## config.mk

```make
export PLATFORM = sky130hd
export DESIGN_NAME = byte_serial_port
export DESIGN_NICKNAME = d
export VERILOG_FILES = /design/src/rtl/bsp_pkg.sv /design/src/rtl/bsp_sync.sv /design/src/rtl/bsp_fifo.sv /design/src/rtl/bsp_engine.sv /design/src/rtl/byte_serial_port.sv
export SDC_FILE = /design/constraint.sdc
export NUM_CORES = 1
export LEC_CHECK = 0
export BUFFER_PORTS_ARGS = -buffer_cell sky130_fd_sc_hd__buf_2
export CAP_MARGIN = 20
export CORE_AREA = 2 2 81 98
export CTS_BUF_LIST = sky130_fd_sc_hd__clkbuf_8 sky130_fd_sc_hd__clkbuf_16
export DETAILED_ROUTE_END_ITERATION = 10
export DIE_AREA = 0 0 83 100
export PLACE_DENSITY = 0.81
export REMOVE_ABC_BUFFERS = 1
export SLEW_MARGIN = 25
export SYNTH_ARGS = -nofsm -noshare
export SYNTH_HDL_FRONTEND = slang
export SYNTH_SLANG_ARGS = --single-unit
```

## constraint.sdc

```tcl
create_clock -name clk -period 3.96 [get_ports clk]
set_input_delay 0.792 -clock clk [delete_from_list [all_inputs] [get_ports clk]]
set_output_delay 0.792 -clock clk [all_outputs]
set_load 0.05 [all_outputs]
```

## src/rtl/bsp_pkg.sv

```systemverilog
package bsp_pkg;
  parameter int unsigned WORD_BITS = 8;

  typedef enum logic {
    DIR_RX = 1'b0,
    DIR_TX = 1'b1
  } dir_e;
endpackage

```

## src/rtl/bsp_sync.sv

```systemverilog
module bsp_sync #(
  parameter int unsigned STAGES = 2
) (
  input  logic clk,
  input  logic rst,
  input  logic sck_raw,
  input  logic sd_raw,
  output logic sck_fall,
  output logic sd_synced
);
  logic [STAGES-1:0] ck_pipe;
  logic [STAGES-1:0] dt_pipe;
  logic              ck_prev;

  always_ff @(posedge clk) begin
    if (rst) begin
      ck_pipe <= '0;
      dt_pipe <= '0;
      ck_prev <= 1'b0;
    end else begin
      ck_pipe <= {ck_pipe[STAGES-2:0], sck_raw};
      dt_pipe <= {dt_pipe[STAGES-2:0], sd_raw};
      ck_prev <= ck_pipe[STAGES-1];
    end
  end

  assign sck_fall  = ck_prev & ~ck_pipe[STAGES-1];
  assign sd_synced = dt_pipe[STAGES-1];
endmodule

```

## src/rtl/bsp_fifo.sv

```systemverilog
module bsp_fifo #(
  parameter int unsigned W     = 8,
  parameter int unsigned DEPTH = 4
) (
  input  logic         clk,
  input  logic         rst,
  input  logic         push,
  input  logic [W-1:0] din,
  input  logic         pop,
  output logic [W-1:0] dout,
  output logic         full,
  output logic         empty
);
  localparam int unsigned AW   = (DEPTH > 1) ? $clog2(DEPTH) : 1;
  localparam int unsigned CNTW = $clog2(DEPTH + 1);

  logic [W-1:0]    store [DEPTH];
  logic [AW-1:0]   wr_ptr, rd_ptr;
  logic [CNTW-1:0] count;
  logic            wr_en, rd_en;

  assign full  = (count == CNTW'(DEPTH));
  assign empty = (count == '0);
  assign wr_en = push & ~full;
  assign rd_en = pop & ~empty;
  assign dout  = store[rd_ptr];

  always_ff @(posedge clk) begin
    if (wr_en) store[wr_ptr] <= din;
  end

  always_ff @(posedge clk) begin
    if (rst) begin
      wr_ptr <= '0;
      rd_ptr <= '0;
      count  <= '0;
    end else begin
      if (wr_en) wr_ptr <= (wr_ptr == AW'(DEPTH - 1)) ? '0 : wr_ptr + AW'(1);
      if (rd_en) rd_ptr <= (rd_ptr == AW'(DEPTH - 1)) ? '0 : rd_ptr + AW'(1);
      case ({wr_en, rd_en})
        2'b10:   count <= count + CNTW'(1);
        2'b01:   count <= count - CNTW'(1);
        default: count <= count;
      endcase
    end
  end


  no_overflow_chk: assert property (@(posedge clk) disable iff (rst)
    (full && push && !pop) |=> $stable(count));


  no_underflow_chk: assert property (@(posedge clk) disable iff (rst)
    (empty && pop && !push) |=> empty);
endmodule

```

## src/rtl/bsp_engine.sv

```systemverilog
module bsp_engine #(
  parameter int unsigned W = 8
) (
  input  logic         clk,
  input  logic         rst,
  input  logic         mode_tx,
  input  logic         fall,
  input  logic         bit_in,
  input  logic         order_lsb,
  input  logic         tx_empty,
  input  logic [W-1:0] tx_head,
  output logic         tx_pop,
  output logic         rx_push,
  output logic [W-1:0] rx_byte,
  output logic         sd_out,
  output logic         dir_q
);
  localparam int unsigned CW = $clog2(W);

  logic [CW-1:0] cnt;
  logic          byte_lsb;
  logic [W-1:0]  rx_sh, tx_sh;
  logic          chg, first, last, lsb_now, out_bit, tx_step;
  logic [W-1:0]  rx_next, tx_src, tx_next;

  assign chg     = (mode_tx != dir_q);
  assign first   = (cnt == '0);
  assign last    = (cnt == CW'(W - 1));
  assign lsb_now = first ? order_lsb : byte_lsb;
  assign rx_next = lsb_now ? {bit_in, rx_sh[W-1:1]} : {rx_sh[W-2:0], bit_in};
  assign tx_src  = first ? tx_head : tx_sh;
  assign out_bit = lsb_now ? tx_src[0] : tx_src[W-1];
  assign tx_next = lsb_now ? {1'b0, tx_src[W-1:1]} : {tx_src[W-2:0], 1'b0};
  assign tx_step = !chg && fall && mode_tx && (!first || !tx_empty);

  assign rx_push = !chg && fall && !mode_tx && last;
  assign rx_byte = rx_next;
  assign tx_pop  = tx_step && first;

  always_ff @(posedge clk) begin
    if (rst) begin
      dir_q    <= 1'b0;
      cnt      <= '0;
      byte_lsb <= 1'b0;
      rx_sh    <= '0;
      tx_sh    <= '0;
      sd_out   <= 1'b0;
    end else begin
      dir_q <= mode_tx;
      if (chg) begin
        cnt <= '0;
      end else if (fall && !mode_tx) begin
        rx_sh    <= rx_next;
        byte_lsb <= lsb_now;
        cnt      <= last ? '0 : cnt + CW'(1);
      end else if (tx_step) begin
        tx_sh    <= tx_next;
        sd_out   <= out_bit;
        byte_lsb <= lsb_now;
        cnt      <= last ? '0 : cnt + CW'(1);
      end
    end
  end


  dir_clears_cnt_chk: assert property (@(posedge clk) disable iff (rst)
    (mode_tx != dir_q) |=> (cnt == '0));


  out_on_fall_chk: assert property (@(posedge clk) disable iff (rst)
    !$stable(sd_out) |-> $past(fall && mode_tx));
endmodule

```

## src/rtl/byte_serial_port.sv

```systemverilog
module byte_serial_port
  import bsp_pkg::*;
#(
  parameter int unsigned WORD_W      = WORD_BITS,
  parameter int unsigned FIFO_DEPTH  = 4,
  parameter int unsigned SYNC_STAGES = 2
) (
  input  logic              clk,
  input  logic              rst,
  input  logic              sck_in,
  input  logic              sd_in,
  output logic              sd_out,
  output logic              sd_out_en,
  output logic              xfer_req,
  input  logic              mode_tx,
  input  logic              order_lsb_set,
  input  logic              order_msb_set,
  output logic [WORD_W-1:0] rx_data,
  output logic              rx_valid,
  input  logic              rx_ready,
  input  logic [WORD_W-1:0] tx_data,
  input  logic              tx_valid,
  output logic              tx_ready
);
  logic              fall, bit_s, order_lsb, dir_q;
  logic              rx_push, rx_full, rx_empty;
  logic              tx_pop, tx_full, tx_empty;
  logic [WORD_W-1:0] rx_byte, tx_head;

  bsp_sync #(.STAGES(SYNC_STAGES)) u_sync (
    .clk(clk), .rst(rst), .sck_raw(sck_in), .sd_raw(sd_in),
    .sck_fall(fall), .sd_synced(bit_s)
  );

  bsp_engine #(.W(WORD_W)) u_eng (
    .clk(clk), .rst(rst), .mode_tx(mode_tx), .fall(fall), .bit_in(bit_s),
    .order_lsb(order_lsb), .tx_empty(tx_empty), .tx_head(tx_head),
    .tx_pop(tx_pop), .rx_push(rx_push), .rx_byte(rx_byte),
    .sd_out(sd_out), .dir_q(dir_q)
  );

  bsp_fifo #(.W(WORD_W), .DEPTH(FIFO_DEPTH)) u_rxq (
    .clk(clk), .rst(rst), .push(rx_push), .din(rx_byte),
    .pop(rx_ready), .dout(rx_data), .full(rx_full), .empty(rx_empty)
  );

  bsp_fifo #(.W(WORD_W), .DEPTH(FIFO_DEPTH)) u_txq (
    .clk(clk), .rst(rst), .push(tx_valid), .din(tx_data),
    .pop(tx_pop), .dout(tx_head), .full(tx_full), .empty(tx_empty)
  );

  always_ff @(posedge clk) begin
    if (rst) begin
      order_lsb <= 1'b0;
      xfer_req  <= 1'b0;
    end else begin
      if (order_msb_set)      order_lsb <= 1'b0;
      else if (order_lsb_set) order_lsb <= 1'b1;
      xfer_req <= (dir_q == DIR_TX) ? !tx_empty : !rx_full;
    end
  end

  assign sd_out_en = dir_q;
  assign rx_valid  = !rx_empty;
  assign tx_ready  = !tx_full;


  rx_req_full_chk: assert property (@(posedge clk) disable iff (rst)
    (!dir_q && rx_full) |=> !xfer_req);


  tx_req_empty_chk: assert property (@(posedge clk) disable iff (rst)
    (dir_q && tx_empty) |=> !xfer_req);
endmodule

```

### Yosys cells after proc, flatten, opt, wreduce, memory -nomap -nowiden

Memories as Yosys holds them, arrays and structs flattened. A register that Yosys moved wholly into a read port is not among the register bits.
Cells that the tools add are included.

* memories: 2
* output and inout port bits: 13
* bits of input ports: 17
* bits in registers: 43
* RAM bits: 64

* eq/ne operators: 12
* $add $sub $neg: 9
* multiplexer cells: 25
* reductions and logical operators: 26
* bitwise operators: 12

Memories
* u_rxq.store: depth 4, width 8, read ports 1, clocked after memory_dff 1, write ports 1, RTL line bsp_fifo.sv:17 `logic [W-1:0] store [DEPTH];`
* u_txq.store: depth 4, width 8, read ports 1, clocked after memory_dff 1, write ports 1, RTL line bsp_fifo.sv:17

Operators with widths (number)
* 8-bit two-way mux: 3
* 2-bit two-way mux: 8
* 2-bit == test (second input constant): 6
* 3-bit one-hot mux with 2 select lines: 2
* 3-bit by 1-bit adder with 3-bit output (second input constant): 3
* 3-bit == test (second input constant): 3
* 3-bit logical NOT: 3
* 1-bit two-way mux: 9
* 3-bit two-way mux: 3
* 2-bit by 1-bit adder with 2-bit output (second input constant): 4
* 1-bit logical AND: 7
* 1-bit logical NOT: 7
* 1-bit inverter: 7
* 2-bit nonzero test: 3
* 3-bit by 1-bit subtractor with 3-bit output (second input constant): 2
* 1-bit AND: 5
* 2-bit by 1-bit == test with 1-bit output (second input constant): 2
* 2-bit AND reduction: 2
* 2-bit OR reduction: 2
* 3-bit AND reduction: 1
* 1-bit logical OR: 1
* 1-bit != test: 1

### Logic depth before layout (Yosys ltp)

* word-level depth: 9
* mapped depth: 11
* mapped depth without buffers: 10

### By module

A second synthesis with hierarchy kept.

* cells, all modules: 344
* area, all modules: 4763.3 um^2

By module, submodules not included
* bsp_fifo: instances 2, seq. area each 1141.1 um^2, area each 1647.8 um^2, cells an instance 96
* bsp_engine: instances 1, seq. area each 440.4 um^2, area each 1252.5 um^2, cells an instance 133
* bsp_sync: instances 1, seq. area each 100.1 um^2, area each 140.1 um^2, cells an instance 11
* byte_serial_port: instances 1, seq. area each 40.0 um^2, area each 75.1 um^2, cells an instance 8

### Least setup slack after synthesis

No wires, ideal clock.

* kind: input port to flip-flop
* from: input port mode_tx
* to: register u_rxq.count[2]
* cell stages on the path: 10
* arrival: 2.468 ns
* setup slack: 1.422 ns
* buffers on the path: 1
* data required time: 3.890 ns
* path through: nor4b_4 -> and3_1 -> buf_4 -> inv_2 -> ha_1 -> inv_1 -> fa_1 -> xor2_1 -> or3_1 -> a21oi_1

* word-level cells in the longest chain between the ends: 8
* elaborated cells between the ends (all ways): 11
* classes of those cells: 3 x eq/ne; 1 x mux; 1 x bitwise; 6 x reduce/logical

RTL lines
* start: declaration: RTL line byte_serial_port.sv:15 `input logic mode_tx,`
* 1-bit != test: RTL line bsp_engine.sv:26 `assign chg = (mode_tx != dir_q);`
* 1-bit logical NOT: RTL line bsp_engine.sv:36 `assign rx_push = !chg && fall && !mode_tx && last;`
* 1-bit logical AND: RTL line bsp_engine.sv:36
* 1-bit logical AND (*) (2 in a row): RTL line bsp_engine.sv:36
* 1-bit AND (*): RTL line bsp_fifo.sv:24 `assign wr_en = push & ~full;`
* 2-bit by 1-bit == test with 1-bit output / 2-bit == test (equally long branches): RTL line bsp_fifo.sv:40 `case ({wr_en, rd_en})`
* 3-bit one-hot mux with 2 select lines / 2-bit nonzero test (equally long branches)
* end signal: assignment: RTL line bsp_fifo.sv:41 `2'b10: count <= count + CNTW'(1);`
* end signal: assignment: RTL line bsp_fifo.sv:42 `2'b01: count <= count - CNTW'(1);`
* end signal: assignment: RTL line bsp_fifo.sv:43 `default: count <= count;`
* end: declaration: RTL line bsp_fifo.sv:19 `logic [CNTW-1:0] count;`

Every way passes the cells marked *; elsewhere a longest branch is shown, timed or not.
A chain may end at the register's enable or synchronous reset.

==> out/results.tsv <==
metric	value	unit
critical path launch point type	flip-flop	
Post-synth EDFFs	64	
CTS clk-pin slew, worst paths	0.09	ns
Clk network pwr share	31.1	%
core area	0.00749	mm^2
Synth Register Bits	111	
router iterations before antenna repair	4	
max cap viols	0	
leakage power	1.78	nW
Area growth, synth to finish	8.57	%
WP data required	3.17	ns
RSZ-0062 raised after global routing	false	
initial antenna violation count	0	
commonest non-fill, non-tap cells in the layout	64 x edfxtp_1, 47 x dfxtp_1, 29 x buf_2, 24 x mux2i_1	
top post-synthesis cells by area	edfxtp_1 42%, dfxtp_1 21%, mux4_2 7.9%	
fraction of registers with async set/reset	0	%
clk_skew	0.0132	ns
Synth Flop Type	edfxtp_1	
Final Cycle Share	66.1	%
WL/cell	15.4	um
YS warnings	0	
Post-CTS Resized	0	
Antenna Cells	0	
WS Path Type	flip-flop to output pin	
largest net degree at the start of global routing	44	
largest area contributor in the netlist	edfxtp_1	
Rel. slew slack	32.7	%
fmax	382	MHz
Root Driver	clkbuf_8	
Global Route Usage Sum	17.7	%
grt ovf	0	
Synth cell types	35	
nets@finish	382	
Iter 0 DRT Violations	107	
via count	2462	
Worst Path Arrival	1.83	ns
Die Area	0.00830	mm^2
first-pass GRT wire length	11500	um
GP Congestion	0.753	
Worst Setup End Kind	output pin	
share of total power in sequential cells	64.5	%
drc violations	0	
crit-path max FO	8	
Combinational Power Share	4.4	%
final count of hold timing violations	0	
min Tclk post-route	2.62	ns
compound-gate portion of the synthesized area	4.59	%
final setup fails	0	
P_sw	0.407	mW
Initial Utilization	60.8	%
most common cell after layout, fill and taps aside	edfxtp_1	
# IOs	30	
DPL Wire Length	4900	um
gate count of the mapped netlist	322	
XOR/XNOR share of the synthesized area	0.961	%
final core utilization	66.0	%
post-cts hold buffer count	0	
CTS max path bufs	2	
CTS tree	built	
fraction of layout cells with a size suffix above 1	19.0	%
Die Span X	83	um
max-slew violation count	0	
post-synthesis simple-gate area fraction	10.1	%
post-route ant nets	0	
H-tree depth	3	
PortBufs	29	
number of global-route vias before repair	2475	
Fill cells	550	
outcome	finished clean	
die height	100	um
critical path's slowest cell	dfxtp_1	
Cell Area, Synth	0.00456	mm^2
P_int	1.53	mW
Worst Tran Pin Value	1.01	ns
post-synthesis sequential area ratio	62.8	%
Mapped Avg Cell Area	14.1	um^2
clk_lat worst skew	0.36	ns
setup TNS	0	ns
row count	35	
Sink Count	111	
post-synth top area share	42.2	%
Routed WL	6840	um
Max rail drop VDD	0.000294	V
Hold WC Path Type	flip-flop to flip-flop	
sw frac	21.0	%
family with the most delay on the worst path	flip-flops	
main combinational cell family by area after synthesis	multiplexers	
Post-Synth Adder-Cell Area	5.00	%
Post-CTS Setup Bufs	0	
CTS Buf Count	9	
mux cell area share after synthesis	13.4	%
PD cells	392	mW/mm^2
WP buf/inv	1	
Via density	5.53	
CP Cell Sequence	mux4_2 -> buf_2	
largest stage delay on the critical path	0.66	ns
==> cell type report <==
type	instances	area, um^2	area share, %
repair buffers	32	168	3.39
well taps	92	115	2.33
clock buffers	10	149	3.01
clock inverters	6	30.0	0.607
inverters	19	71.3	1.44
flip-flops and latches	111	2860	57.9
multi-input cells	175	1550	31.3
==> synth_stat cells, types with 8 or more instances <==
library cell	instances
a211oi_1	10
a21oi_1	10
clkbuf_1	12
dfxtp_1	47
edfxtp_1	64
ha_1	15
inv_1	18
mux2i_1	24
mux4_2	16
nand2_1	13
nand3b_1	8
nor2_1	21
or3_1	9
==> power groups by stage <==
stage / clock [mW] / combinational (mW) / sequential (mW)
after floorplan: 0 / 0.0504 / 1.28
after global routing: 0.665 / 0.0960 / 1.25
after detailed placement: 0 / 0.0874 / 1.28
after CTS: 0.619 / 0.0880 / 1.25
after global placement: 0 / 0.0842 / 1.28
final: 0.603 / 0.0863 / 1.25
==> flip-flops by register name (all words and copies together), names as in the netlist, named ones only <==
register,flops
order_lsb,1
u_eng.byte_lsb,1
u_eng.cnt,3
u_eng.dir_q,1
u_eng.rx_sh,8
u_eng.sd_out,1
u_eng.tx_sh,8
u_rxq.count,3
u_rxq.rd_ptr,2
u_rxq.store,32
u_rxq.wr_ptr,2
u_sync.ck_pipe,2
u_sync.ck_prev,1
u_sync.dt_pipe,2
u_txq.count,3
u_txq.rd_ptr,2
u_txq.store,32
u_txq.wr_ptr,2
xfer_req,1
==> routing by layer <==
layer | up-vias | GRT usage (%) | wire [um]
li1 | 1233 | - | -
met1 | 1186 | 19.4 | 2830
met2 | 32 | 33.3 | 3690
met3 | 11 | 3.78 | 185
met4 | 0 | 7.19 | 125
met5 | - | 0 | 0
==> final timing paths <==
kind | cells after the start | startpoint | slack, ns | end
worst max-delay path | 2 | flip-flop | 1.34 | rx_data[0]
worst min-delay path | 1 | u_sync.ck_pipe[0] | 0.44 | u_sync.ck_pipe[1]
worst max register to register | 9 | u_rxq.count[2] | 1.41 | u_rxq.count[2]
worst min register to register | 1 | u_sync.ck_pipe[0] | 0.44 | u_sync.ck_pipe[1]
==> cell families (layout without fill, tap and decap cells) <==
logic type,Yosys count,count (layout)
xor+xnor,5,5
flops,111,111
mux,41,41
buf+inv,36,67
fa+ha+maj,17,17
simple gates,81,81
compound gates,31,31
==> stage by stage <==
step / setup WS [ns] / instances / hold slack [ns] / total power [mW] / area (um^2)
final: 1.34 / 445 / 0.440 / 1.94 / 4950
after global routing: 1.23 / 445 / 0.471 / 2.02 / 4950
after CTS: 1.30 / 445 / 0.444 / 1.96 / 4950
after detailed placement: 1.10 / 429 / 0.420 / 1.36 / 4770
after global placement: 1.20 / 429 / 0.417 / 1.36 / 4770
after floorplan: 1.19 / 305 / 0.414 / 1.33 / 4480
Note: power is estimated with default switching activity, not from simulation.
